--- src/rtl/psc_pkg.sv ---
package psc_pkg;

    typedef enum logic [1:0] {
        PS_RUN   = 2'd0,
        PS_HALT  = 2'd1,
        PS_GRANT = 2'd2,
        PS_SLEEP = 2'd3
    } pstate_e;

    typedef enum logic [1:0] {
        AQ_IDLE = 2'd0,
        AQ_REQ  = 2'd1,
        AQ_WAIT = 2'd2
    } ackph_e;

endpackage

--- src/rtl/psc_ack_seq.sv ---
module psc_ack_seq
    import psc_pkg::*;
#(
    parameter int SG_DELAY = 20
) (
    input  logic clk,
    input  logic rst_n,
    input  logic stpclk,
    input  logic rsp_phase,
    input  logic allow,
    output logic ack_req,
    output logic sg_go
);
    localparam int CW = (SG_DELAY < 2) ? 1 : $clog2(SG_DELAY + 1);
    localparam logic [CW-1:0] LOAD = CW'(SG_DELAY - 1);

    typedef struct packed {
        ackph_e        ph;
        logic [CW-1:0] cnt;
    } seq_t;

    seq_t seq_d, seq_q;

    always_comb begin
        seq_d = seq_q;
        sg_go = 1'b0;
        if (!stpclk) begin
            seq_d.ph  = AQ_IDLE;
            seq_d.cnt = '0;
        end else begin
            unique case (seq_q.ph)
                AQ_IDLE: if (allow) seq_d.ph = AQ_REQ;
                AQ_REQ: if (rsp_phase) begin
                    seq_d.ph  = AQ_WAIT;
                    seq_d.cnt = LOAD;
                end
                AQ_WAIT: begin
                    if (seq_q.cnt == '0) begin
                        sg_go     = 1'b1;
                        seq_d.ph  = AQ_IDLE;
                    end else begin
                        seq_d.cnt = seq_q.cnt - 1'b1;
                    end
                end
                default: seq_d.ph = AQ_IDLE;
            endcase
        end
    end

    always_ff @(posedge clk or negedge rst_n) begin
        if (!rst_n) begin
            seq_q.ph  <= AQ_IDLE;
            seq_q.cnt <= '0;
        end else begin
            seq_q <= seq_d;
        end
    end

    assign ack_req = (seq_q.ph == AQ_REQ);

endmodule

--- src/rtl/psc_break_win.sv ---
module psc_break_win #(
    parameter int BRK_WIN = 4
) (
    input  logic clk,
    input  logic rst_n,
    input  logic stpclk,
    input  logic ack_pending,
    output logic sel_break
);
    localparam int WW = (BRK_WIN < 1) ? 1 : $clog2(BRK_WIN + 1);

    typedef struct packed {
        logic          stp;
        logic [WW-1:0] win;
    } win_t;

    win_t w_d, w_q;

    always_comb begin
        w_d     = w_q;
        w_d.stp = stpclk;
        if (w_q.stp && !stpclk) begin
            w_d.win = WW'(BRK_WIN);
        end else if (w_q.win != '0) begin
            w_d.win = w_q.win - 1'b1;
        end
    end

    always_ff @(posedge clk or negedge rst_n) begin
        if (!rst_n) begin
            w_q.stp <= 1'b0;
            w_q.win <= '0;
        end else begin
            w_q <= w_d;
        end
    end

    assign sel_break = ack_pending || (w_q.win != '0);

endmodule

--- src/rtl/psc_state_fsm.sv ---
module psc_state_fsm
    import psc_pkg::*;
(
    input  logic    clk,
    input  logic    rst_n,
    input  logic    halt_exec,
    input  logic    wake_any,
    input  logic    smi_rsm,
    input  logic    rsm_to_halt,
    input  logic    stpclk,
    input  logic    slp_req,
    input  logic    sg_go,
    output pstate_e state,
    output logic    seq_allow,
    output logic    clk_en,
    output logic    snp_en
);
    typedef struct packed {
        pstate_e st;
    } fsm_t;

    fsm_t f_d, f_q;

    always_comb begin
        f_d = f_q;
        unique case (f_q.st)
            PS_RUN: begin
                if (sg_go)                         f_d.st = PS_GRANT;
                else if (halt_exec)                f_d.st = PS_HALT;
                else if (smi_rsm && rsm_to_halt)   f_d.st = PS_HALT;
            end
            PS_HALT: begin
                if (sg_go)         f_d.st = PS_GRANT;
                else if (wake_any) f_d.st = PS_RUN;
            end
            PS_GRANT: begin
                if (!stpclk)      f_d.st = PS_RUN;
                else if (slp_req) f_d.st = PS_SLEEP;
            end
            PS_SLEEP: begin
                if (!slp_req) f_d.st = PS_GRANT;
            end
            default: f_d.st = PS_RUN;
        endcase
    end

    always_ff @(posedge clk or negedge rst_n) begin
        if (!rst_n) f_q.st <= PS_RUN;
        else        f_q <= f_d;
    end

    assign state     = f_q.st;
    assign seq_allow = (f_q.st == PS_RUN) || (f_q.st == PS_HALT);
    assign clk_en    = (f_q.st != PS_SLEEP);
    assign snp_en    = (f_q.st != PS_SLEEP);

endmodule

--- src/rtl/psc_power_ctrl.sv ---
module psc_power_ctrl
    import psc_pkg::*;
#(
    parameter int SG_DELAY = 20,
    parameter int BRK_WIN  = 4
) (
    input  logic       clk,
    input  logic       rst_n,
    input  logic       halt_exec,
    input  logic       smi_req,
    input  logic       binit_req,
    input  logic       init_req,
    input  logic       nmi_req,
    input  logic       intr_req,
    input  logic       smi_rsm,
    input  logic       rsm_to_halt,
    input  logic       stpclk_req,
    input  logic       slp_req,
    input  logic       rsp_phase,
    output logic [1:0] pstate,
    output logic       ack_req,
    output logic       core_clk_en,
    output logic       snoop_irq_en,
    output logic       pin_sel_break
);
    pstate_e st;
    logic    allow;
    logic    go;
    logic    wake;

    assign wake = smi_req | binit_req | init_req | nmi_req | intr_req;

    psc_state_fsm i_fsm (
        .clk        (clk),
        .rst_n      (rst_n),
        .halt_exec  (halt_exec),
        .wake_any   (wake),
        .smi_rsm    (smi_rsm),
        .rsm_to_halt(rsm_to_halt),
        .stpclk     (stpclk_req),
        .slp_req    (slp_req),
        .sg_go      (go),
        .state      (st),
        .seq_allow  (allow),
        .clk_en     (core_clk_en),
        .snp_en     (snoop_irq_en)
    );

    psc_ack_seq #(.SG_DELAY(SG_DELAY)) i_ack (
        .clk      (clk),
        .rst_n    (rst_n),
        .stpclk   (stpclk_req),
        .rsp_phase(rsp_phase),
        .allow    (allow),
        .ack_req  (ack_req),
        .sg_go    (go)
    );

    psc_break_win #(.BRK_WIN(BRK_WIN)) i_win (
        .clk        (clk),
        .rst_n      (rst_n),
        .stpclk     (stpclk_req),
        .ack_pending(ack_req),
        .sel_break  (pin_sel_break)
    );

    assign pstate = st;

endmodule

--- config.mk ---
export PLATFORM = sky130hd
export DESIGN_NAME = psc_power_ctrl
export DESIGN_NICKNAME = d
export VERILOG_FILES = /design/src/rtl/psc_pkg.sv /design/src/rtl/psc_ack_seq.sv /design/src/rtl/psc_break_win.sv /design/src/rtl/psc_state_fsm.sv /design/src/rtl/psc_power_ctrl.sv
export SDC_FILE = /design/constraint.sdc
export NUM_CORES = 1
export LEC_CHECK = 0
export BUFFER_PORTS_ARGS = -buffer_cell sky130_fd_sc_hd__buf_2
export CAP_MARGIN = 20
export CORE_MARGIN = 2
export CORE_UTILIZATION = 47
export DETAILED_ROUTE_END_ITERATION = 10
export PLACE_DENSITY = 0.72
export SETUP_SLACK_MARGIN = 0.1
export SYNTH_ARGS = -nofsm -noshare
export SYNTH_HDL_FRONTEND = slang
export SYNTH_SLANG_ARGS = --single-unit
--- constraint.sdc ---
create_clock -name clk -period 3.28 [get_ports clk]
set_input_delay 0 -clock clk [delete_from_list [all_inputs] [get_ports clk]]
set_output_delay 0 -clock clk [all_outputs]
set_load 0.03 [all_outputs]
==> flow_metrics.py, run 1 <==
metrics = {
    "detailed_routing": {
        "remaining_drc_errors": 0,
        "first_pass_iters": 4,
        "ant_nets": 0,
        "via_per_inst": 5.739,
        "post_drt_wl_per_cell_um": 12.69,
        "routed_wl_mm": 1.459,
        "vias": 660,
        "drt-initial-drc-count": 36,
    },
    "cts": {
        "post_cts_buffers": 0,
        "cts.clk_slew.worst_paths_ns": 0.08,
        "ctsResizeCount": 0,
        "clock_sink_count": 13,
        "ctsHoldBuffers": 3,
        "root_buffer": "clkbuf_4",
        "clockBufferDepth": 2,
        "numCtsBuffers": 3,
        "clock_latency_ns": 0.28,
        "cts_tree": "built",
        "h-tree-depth": 1,
    },
    "synth": {
        "synth_seq_area_share_pct": 44.52,
        "synthTopCellsByArea": "dfrtp_1, ha_1, inv_1, a21oi_1, nor2b_1",
        "netlist-cell-type-count": 33,
        "yosys.cell_count.top_type": "dfrtp_1",
        "synth_commonest_cells": "dfrtp_1, inv_1, a21oi_1",
        "synth_area_sq_um": 730.7,
        "yosysWarnings": 0,
        "synth.net_count": 92,
        "syn_area_per_cell_sq_um": 9.614,
        "syn-instance-count": 76,
        "synth-seq-cells": 13,
        "async_flop_share_pct": 100.0,
        "synth_ff_type": "dfrtp_1",
        "yosysTopAreaCellShare_pct": 44.52,
        "synth_top_cell_by_area": "dfrtp_1",
        "synth-edff-count": 0,
    },
    "place": {
        "hpwl_mm": 1.045,
        "placed_area_sq_um": 829.5,
        "gp_congestion": 0.8072,
        "port_buffers": 18,
    },
    "sta": {
        "tightestPinTransition_ns": 0.5028,
        "fmax_mhz": 602.5,
        "setup_tns_ns": 0,
        "max_slew_margin_pct": 66.01,
        "drv_slew": 0,
        "setup_viol": 0,
        "fin_skew_ns": 0.008710,
        "rsz0062_at_grt": "false",
        "finalCriticalPeriod_ns": 1.660,
        "finalCritPeriodShare_pct": 50.60,
        "hold_viol_final": 0,
    },
    "setup_path": {
        "cp.required_ns": 3.46,
        "crit_path_max_incr_delay_ns": 0.45,
        "start_kind": "flip-flop",
        "reg2reg_depth": 5,
        "crit_type": "reg2reg",
        "r2r_slack_ns": 1.62,
        "crit_path_end_kind": "flip-flop",
        "arrival_ns": 1.84,
        "timing.rr.end": "i_ack.seq_q[0]",
        "r2r_start": "i_ack.seq_q[0]",
        "path_delay_family": "simple AND/OR/NAND/NOR gates",
        "crit_chain": "inv_1 -> ha_1 -> nor4b_1 -> o21ai_0 -> o21a_1",
        "cp_slowest_cell": "nor4b_1",
        "crit_path_max_fanout": 4,
        "path_buf_inv": 1,
    },
    "pwr": {
        "power.density_nw_per_um2": 574.7,
        "swShare_pct": 36.50,
        "power.share.clock_pct": 19.6,
        "comb_power_share_pct": 36.8,
        "p_int_mw": 0.3233,
        "peakVddDrop_uv": 426.7,
        "p_seq_share_pct": 43.7,
        "leakage_nw": 0.4252,
        "power.switching_mw": 0.1858,
    },
    "layout": {
        "finalInstanceArea_sq_um": 885.9,
        "syn2layout_area_growth_pct": 21.23,
        "fillers": 120,
        "drive_gt1_share_pct": 24.24,
        "nNetsFinal": 116,
        "insertedDiodeCount": 0,
    },
    "grt": {
        "gr-total-overflow": 0,
        "grt_max_degree": 14,
        "first_global_vias": 619,
        "grtUsageTotal_pct": 17.83,
        "grt_pass1_wl_mm": 2.518,
        "antenna_found_initial": 0,
    },
    "floorplanning": {
        "core_sq_um": 1489,
        "io_pins": 19,
        "die_w_um": 43.43,
        "dieHeight_um": 43.43,
        "dieArea_sq_um": 1886,
        "rows": 14,
        "start_util_pct": 49.08,
    },
    "outcome": {
        "outcome": "complete, no violations",
    },
    "job": {
        "cap_viol_max_count": 0,
    },
    "worst_hold_path": {
        "min_path_type": "in2reg",
        "min_path_cells": 3,
        "min_delay_worst_endpoint": "i_fsm.state[0]",
        "min-delay-start": "binit_req",
    },
}
layout make-up:
class                           count  area (sq um)  area share, %
Multi-Input combinational cell     52         360.3          40.68
Clock buffer                        4         26.28          2.966
Tap cell                           16         20.02          2.260
Inverter                            9         33.78          3.814
Sequential cell                    13         325.3          36.72
Timing Repair Buffer               21         120.1          13.56
tightest hold or removal path, delay by kind of cell:
| kind | cells | cell delay, ns |
|---|---|---|
| buf+inv | 1 | 0.08 |
| compound gates | 2 | 0.17 |
state kept, by name, summed over array words and instances, names as in the netlist:
signal and count:
i_fsm.state 2, i_win.w_q 4, i_ack.seq_q 7
kinds of logic (layout without fill, tap and decap cells):
| group | count (synthesis) | in the layout | synth area share, % |
|---|---|---|---|
| simple gates | 28 | 28 | 24.66 |
| compound gates | 19 | 19 | 16.95 |
| flops | 13 | 13 | 44.52 |
| buf+inv | 11 | 34 | 6.164 |
| fa+ha+maj | 3 | 3 | 5.138 |
| xor+xnor | 1 | 1 | 1.199 |
| mux | 1 | 1 | 1.370 |
stage by stage:
step / utilization (%) / power (mW) / hold WS (ns) / setup WS, ns / instances
detailed placement: 55.71 / 0.4097 / -0.09735 / 1.737 / 108
floorplan: - / 0.3609 / -0.2956 / 1.809 / 76
global placement: 55.71 / 0.3997 / -0.09777 / 1.770 / 108
finish: 59.50 / 0.5091 / 0.02025 / 1.620 / 115
CTS: 59.50 / 0.5112 / 0.02320 / 1.682 / 115
global route: 59.50 / 0.5462 / 0.02467 / 1.532 / 115
cells in the final DEF, fill, tap and decap left out, types with 2 or more instances in the layout:
master,count
a21oi_1,5
buf_2,18
clkbuf_4,3
dfrtp_1,13
dlygate4sd3_1,3
ha_1,3
inv_1,9
nand2_1,4
nand3_1,3
nand3b_1,2
nor2_1,2
nor2b_1,4
o211ai_1,2
o21a_1,2
o21ai_0,4
o31ai_1,2
or4_1,2
power groups by stage:
stage          Sequential, mW  Combinational, mW  Clock, mW
2_1_floorplan           0.234              0.127          0
3_3_place_gp            0.224              0.176          0
3_5_place_dp            0.225              0.184          0
4_1_cts                 0.223              0.188      0.100
5_1_grt                 0.230              0.211      0.105
6_report                0.222              0.187     0.0997
worst max-delay path by stage:
stage / start / endpoint / cells after the start
after global placement: i_ack.seq_q[0] / i_ack.seq_q[0] / 5
after floorplan: i_ack.seq_q[0] / i_fsm.state[1] / 5
final: i_ack.seq_q[0] / i_ack.seq_q[0] / 5
after global routing: i_ack.seq_q[0] / i_ack.seq_q[0] / 5
after CTS: i_ack.seq_q[0] / i_ack.seq_q[0] / 5
after detailed placement: i_ack.seq_q[0] / i_ack.seq_q[0] / 5
layer usage:
layer  vias up  global-route usage, %  wire length, um
met5         -                      0                0
met4         0                  10.91               41
met3         5                  2.500              105
met2        32                  29.25              654
met1       304                  22.13              657
li1        319                      -                -
No activity file was read; power rests on OpenSTA's default activity.
==> inputs of run 2 (changes only) <==
clock period = 1.7 ns   (was 3.28 ns; I/O delays follow)
==> flow_metrics.py, run 2 (synthesized netlist as in run 1, its figures left out) <==
metrics = {
    "outcome": {
        "outcome": "complete, no violations",
    },
    "layout": {
        "largest_register_ff_count": 7,
        "drive_gt1_share_pct": 30.30,
        "insertedDiodeCount": 0,
        "final_cell_mix": "buf_2, dfrtp_1, inv_1",
        "stdcell_count": 115,
        "syn2layout_area_growth_pct": 24.66,
        "top_register": "i_ack.seq_q",
        "nNetsFinal": 116,
        "final_common_cell": "buf_2",
    },
    "setup_path": {
        "cp_slowest_cell": "dfrtp_1",
        "crit_type": "reg2reg",
        "start_kind": "flip-flop",
        "path_buf_inv": 1,
        "crit_path_max_fanout": 4,
        "crit_chain": "inv_1 -> ha_2 -> or3b_4 -> or3_4 -> a21oi_2",
        "cp.required_ns": 1.91,
        "crit_path_max_incr_delay_ns": 0.41,
        "path_delay_family": "simple AND/OR/NAND/NOR gates",
        "arrival_ns": 1.81,
        "crit_path_end_kind": "flip-flop",
    },
    "sta": {
        "fmax_mhz": 626.8,
        "rsz0062_at_grt": "true",
        "max_slew_margin_pct": 79.23,
        "finalCritPeriodShare_pct": 93.85,
        "setup_tns_ns": 0,
        "drv_slew": 0,
        "tightestPinTransition_ns": 0.3107,
        "setup_viol": 0,
        "hold_viol_final": 0,
        "hold_ws_ns": 0.02086,
        "finalCriticalPeriod_ns": 1.595,
        "fin_skew_ns": 0.008356,
    },
    "grt": {
        "grt_pass1_wl_mm": 2.518,
        "grtUsageTotal_pct": 17.83,
        "gr-total-overflow": 0,
        "gr-usage-met3_pct": 2.500,
        "first_global_vias": 619,
        "busiest_layer": "met2",
        "antenna_found_initial": 0,
        "grt_use_met1_pct": 22.13,
        "grt_util_met2_pct": 29.25,
        "grt_max_degree": 14,
    },
    "floorplanning": {
        "core_sq_um": 1489,
        "dieArea_sq_um": 1886,
        "dieHeight_um": 43.43,
        "start_util_pct": 49.08,
        "rows": 14,
        "io_pins": 19,
        "die_w_um": 43.43,
    },
    "cts": {
        "post_cts_buffers": 0,
        "h-tree-depth": 1,
        "numCtsBuffers": 3,
        "clock_sink_count": 13,
        "cts.clk_slew.worst_paths_ns": 0.08,
        "clockBufferDepth": 2,
        "root_buffer": "clkbuf_4",
        "clock_latency_ns": 0.28,
        "cts_tree": "built",
    },
    "detailed_routing": {
        "first_pass_iters": 4,
        "drt-initial-drc-count": 14,
        "remaining_drc_errors": 0,
        "routed_wl_mm": 1.510,
        "via_per_inst": 5.739,
        "vias": 660,
        "post_drt_wl_per_cell_um": 13.13,
        "ant_nets": 0,
    },
    "pwr": {
        "leakage_nw": 0.4271,
        "power.density_nw_per_um2": 1093,
        "peakVddDrop_uv": 823.3,
        "power_mw": 0.9959,
    },
    "place": {
        "hpwl_mm": 1.045,
        "port_buffers": 18,
        "place_inst": 108,
        "gp_congestion": 0.8146,
    },
    "worst_hold_path": {
        "min_path_type": "in2reg",
    },
    "job": {
        "cap_viol_max_count": 0,
    },
}
[run 2: cell count changes in the layout (fill, tap and decap cells not counted)]
cell and change:
nand3_1 -1, or3_4 +1, nor4b_1 -1, a21oi_2 +1
ha_1 -1, a21oi_1 -1, or3b_1 -1, or3b_4 +1
or3_1 -1, ha_2 +1, nor4b_2 +1, nand3_2 +1
[run 2: repair_timing]
action                                  in CTS  in global routing
endpoints found under the hold margin       15                  0
hold buffers                                 3                  0
endpoints found under the setup margin       0                  5
resized for setup                            0                  6
[run 2: final cells by class]
class | count | area [sq um]
multi-input combinational | 52 | 385.4
fill | 123 | 578.1
tap | 16 | 20.02
timing repair buffer | 21 | 120.1
sequential | 13 | 325.3
inverter | 9 | 33.78
clock buffer | 4 | 26.28
[run 2: through the flow]
step           setup slack, ns  util [%]  area (sq um)
2_1_floorplan           0.2291         -         730.7
3_3_place_gp            0.1897     55.71         829.5
3_5_place_dp            0.1566     55.71         829.5
4_1_cts                 0.1022     59.50         885.9
5_1_grt                0.05361     61.18         910.9
6_report                0.1045     61.18         910.9
[run 2: worst register-to-register path, stage by stage, from the launching register on]
cell	delay, ns
dfrtp_1	0.41
inv_1	0.08
ha_2	0.19
or3b_4	0.39
or3_4	0.34
a21oi_2	0.12
[run 2: worst paths after layout]
path,slack (ns),depth (start not counted),from,endpoint
max,0.10,5,i_ack.seq_q[0],i_fsm.state[1]
min,0.02,3,binit_req,i_fsm.state[0]
max reg2reg,0.10,5,i_ack.seq_q[0],i_fsm.state[1]
min reg2reg,0.48,1,i_win.w_q[2],i_win.w_q[2]
max in group asynchronous,1.35,2,rst_n,i_win.w_q[1]
min in group asynchronous,0.12,2,rst_n,i_fsm.state[1]
[run 2: where the power goes]
part,internal (mW),total [mW],switching [mW]
clock network,0.0910,0.192,0.101
logic,0.168,0.374,0.206
registers,0.373,0.430,0.0568
[run 2: routing by layer]
metal	wire length, um	part of all wire [%]	vias up
met2	725	48	31
met3	100	6.6	4
met5	0	0	-
met1	648	43	311
met4	36	2.4	0
li1	-	-	314
==> inputs of run 3 (changes only) <==
ABC_AREA = 1   (was unset)
PLACE_DENSITY = 0.71   (was 0.72)
SKIP_CTS_REPAIR_TIMING = 1   (was unset)
SYNTH_HIERARCHICAL = 1   (was unset)
==> flow_metrics.py, run 3 <==
metrics = {
    "outcome": {
        "outcome": "complete, no violations",
    },
    "layout": {
        "final_cell_mix": "nand2_1, inv_1, buf_2, nand3_1, dfrtp_1",
        "final_common_cell": "nand2_1",
        "nNetsFinal": 161,
        "largest_register_ff_count": 7,
        "top_register": "i_ack/seq_q",
        "multiInputGateArea_sq_um": 437.9,
        "insertedDiodeCount": 0,
        "fillers": 182,
        "layout.area.seq_sq_um": 325.3,
        "drive_gt1_share_pct": 25.17,
        "fin_util_pct": 59.35,
        "syn2layout_area_growth_pct": 18.52,
    },
    "floorplanning": {
        "rows": 15,
        "dieHeight_um": 46.89,
        "dieArea_sq_um": 2199,
        "io_pins": 19,
        "die_w_um": 46.89,
        "core_sq_um": 1727,
        "start_util_pct": 50.07,
    },
    "sta": {
        "tightestPinTransition_ns": 0.2972,
        "rsz0062_at_grt": "false",
        "hold_viol_final": 0,
        "finalCritPeriodShare_pct": 85.86,
        "setup_tns_ns": 0,
        "fin_skew_ns": 0.002854,
        "drv_slew": 0,
        "max_slew_margin_pct": 80.19,
        "finalWorstSetupSlack_ns": 0.2404,
        "setup_viol": 0,
        "finalCriticalPeriod_ns": 1.460,
        "fmax_mhz": 685.1,
    },
    "setup_path": {
        "reg2reg_depth": 11,
        "crit_path_max_fanout": 5,
        "start_kind": "flip-flop",
        "crit_path_end_kind": "flip-flop",
        "setup.worst_path.end": "i_fsm/state[0]",
        "startpoint": "i_ack/seq_q[0]",
        "critical_path_depth": 11,
        "crit_path_max_incr_delay_ns": 0.38,
        "crit_type": "reg2reg",
        "path_buf_inv": 3,
        "cp_slowest_cell": "dfrtp_1",
        "path_delay_family": "simple AND/OR/NAND/NOR gates",
        "timing.rr.end": "i_fsm/state[0]",
        "arrival_ns": 1.62,
        "crit_chain": "inv_1 -> ha_1 -> nand2_1 -> nor2_2 -> nand2_2 -> inv_1 -> nor2_2 -> nand2_1 -> nand2_1 -> inv_1 -> o21bai_2",
        "r2r_start": "i_ack/seq_q[0]",
        "cp.required_ns": 1.86,
        "r2r_slack_ns": 0.24,
    },
    "worst_hold_path": {
        "min_path_type": "in2reg",
    },
    "cts": {
        "clockBufferDepth": 2,
        "root_buffer": "clkbuf_4",
        "numCtsBuffers": 3,
        "cts.clk_slew.worst_paths_ns": 0.08,
        "h-tree-depth": 1,
        "clock_sink_count": 13,
        "clock_latency_ns": 0.27,
        "cts_tree": "built",
    },
    "grt": {
        "gr-total-overflow": 0,
        "grt_util_met2_pct": 28.49,
        "first_global_vias": 653,
        "grt_max_degree": 14,
        "gr-usage-met3_pct": 3.462,
        "antenna_found_initial": 0,
        "grt_use_met1_pct": 19.67,
        "grt_pass1_wl_mm": 2.539,
        "busiest_layer": "met2",
        "grtUsageTotal_pct": 16.42,
    },
    "detailed_routing": {
        "ant_nets": 0,
        "first_pass_iters": 4,
        "drt-initial-drc-count": 19,
        "post_drt_wl_per_cell_um": 9.435,
        "remaining_drc_errors": 0,
        "vias": 800,
        "via_per_inst": 4.762,
        "routed_wl_mm": 1.585,
    },
    "place": {
        "hpwl_mm": 1.299,
        "place_ws_ns": 0.2426,
        "gp_congestion": 0.7503,
        "port_buffers": 18,
    },
    "synth": {
        "synth_area_sq_um": 864.6,
        "syn-instance-count": 120,
        "syn_area_per_cell_sq_um": 7.205,
        "yosys.cell_count.top_type": "nand2_1",
        "netlist-cell-type-count": 22,
        "synthTopCellsByArea": "dfrtp_1, nand2_1, nand3_1, inv_1, ha_1",
        "synth_top_cell_by_area": "dfrtp_1",
        "synth_ff_type": "dfrtp_1",
        "yosysTopAreaCellShare_pct": 37.63,
        "synth-seq-cells": 13,
        "async_flop_share_pct": 100.0,
        "synth-edff-count": 0,
        "synth_commonest_cells": "nand2_1, inv_1, nand3_1, dfrtp_1, nor2_1",
        "yosysWarnings": 6,
        "synth_seq_area_share_pct": 37.63,
        "synth.net_count": 137,
    },
    "pwr": {
        "power.density_nw_per_um2": 1345,
        "leakage_nw": 0.5627,
        "peakVddDrop_uv": 766.5,
    },
    "job": {
        "cap_viol_max_count": 0,
    },
}
run 3: cell count changes after synthesis, moves of 3 or more:
cell / change
nand2_1: +21
nand3_1: +14
inv_1: +12
nor2_1: +8
a21oi_1: -4
inv_2: +4
nor2b_1: -4
nand2_2: +3
nor2_2: +3
run 3: power by group:
| part | switching, mW | leakage, nW | internal, mW | total (mW) |
|---|---|---|---|---|
| Combinational | 0.450 | 0.385 | 0.250 | 0.700 |
| Clock | 0.0957 | 0.0150 | 0.0908 | 0.187 |
| Sequential | 0.0870 | 0.162 | 0.405 | 0.492 |
run 3: worst min-delay path by stage:
stage / cells after the start / slack [ns] / start / endpoint
after floorplan: 0 / -0.30 / rst_n / i_ack/seq_q[0]
after global placement: 1 / -0.1 / rst_n / i_ack/seq_q[2]
after detailed placement: 1 / -0.1 / rst_n / i_ack/seq_q[6]
after CTS: 1 / -0.39 / rst_n / i_win/w_q[2]
after global routing: 3 / 0.02 / rsp_phase / i_ack/seq_q[5]
final: 3 / 0.01 / rsp_phase / i_ack/seq_q[5]
run 3: cells by family (layout without fill, tap and decap cells):
group,after synthesis,after routing,synth area share [%]
buffers and inverters,26,49,11.72
DFF,13,13,37.63
xor gates and xnor gates,1,1,1.013
adders and majority gates,4,4,5.789
AOI/OAI and AO/OA,11,11,7.525
and+or+nand+nor,65,65,36.33
run 3: worst register-to-register path, cell delays in order (launching register included):
cell	delay, ns
dfrtp_1	0.38
inv_1	0.13
ha_1	0.18
nand2_1	0.07
nor2_2	0.11
nand2_2	0.07
inv_1	0.08
nor2_2	0.05
nand2_1	0.09
nand2_1	0.05
inv_1	0.06
o21bai_2	0.06
run 3: per-stage QoR:
step	total power, mW	hold slack [ns]	cells	cell area, sq um
3_3_place_gp	1.176	-0.09740	162	978.4
6_report	1.379	0.01041	168	1025
4_1_cts	1.391	-0.3923	166	1005
2_1_floorplan	1.044	-0.2956	120	864.6
5_1_grt	1.518	0.01963	168	1025
3_5_place_dp	1.202	-0.09793	162	978.4
run 3: cell type report:
cell class                 instances  share of cell area [%]
sequential                        13                   31.75
multi-input combinational         81                   42.74
clock buffer                       4                   2.564
timing repair buffer              20                   10.74
inverter                          25                   9.158
tap                               25                   3.053
run 3: metal layers:
metal	vias up	routed length [um]
met2	21	769
met1	362	714
li1	415	-
met4	0	12
met3	2	88
met5	-	0
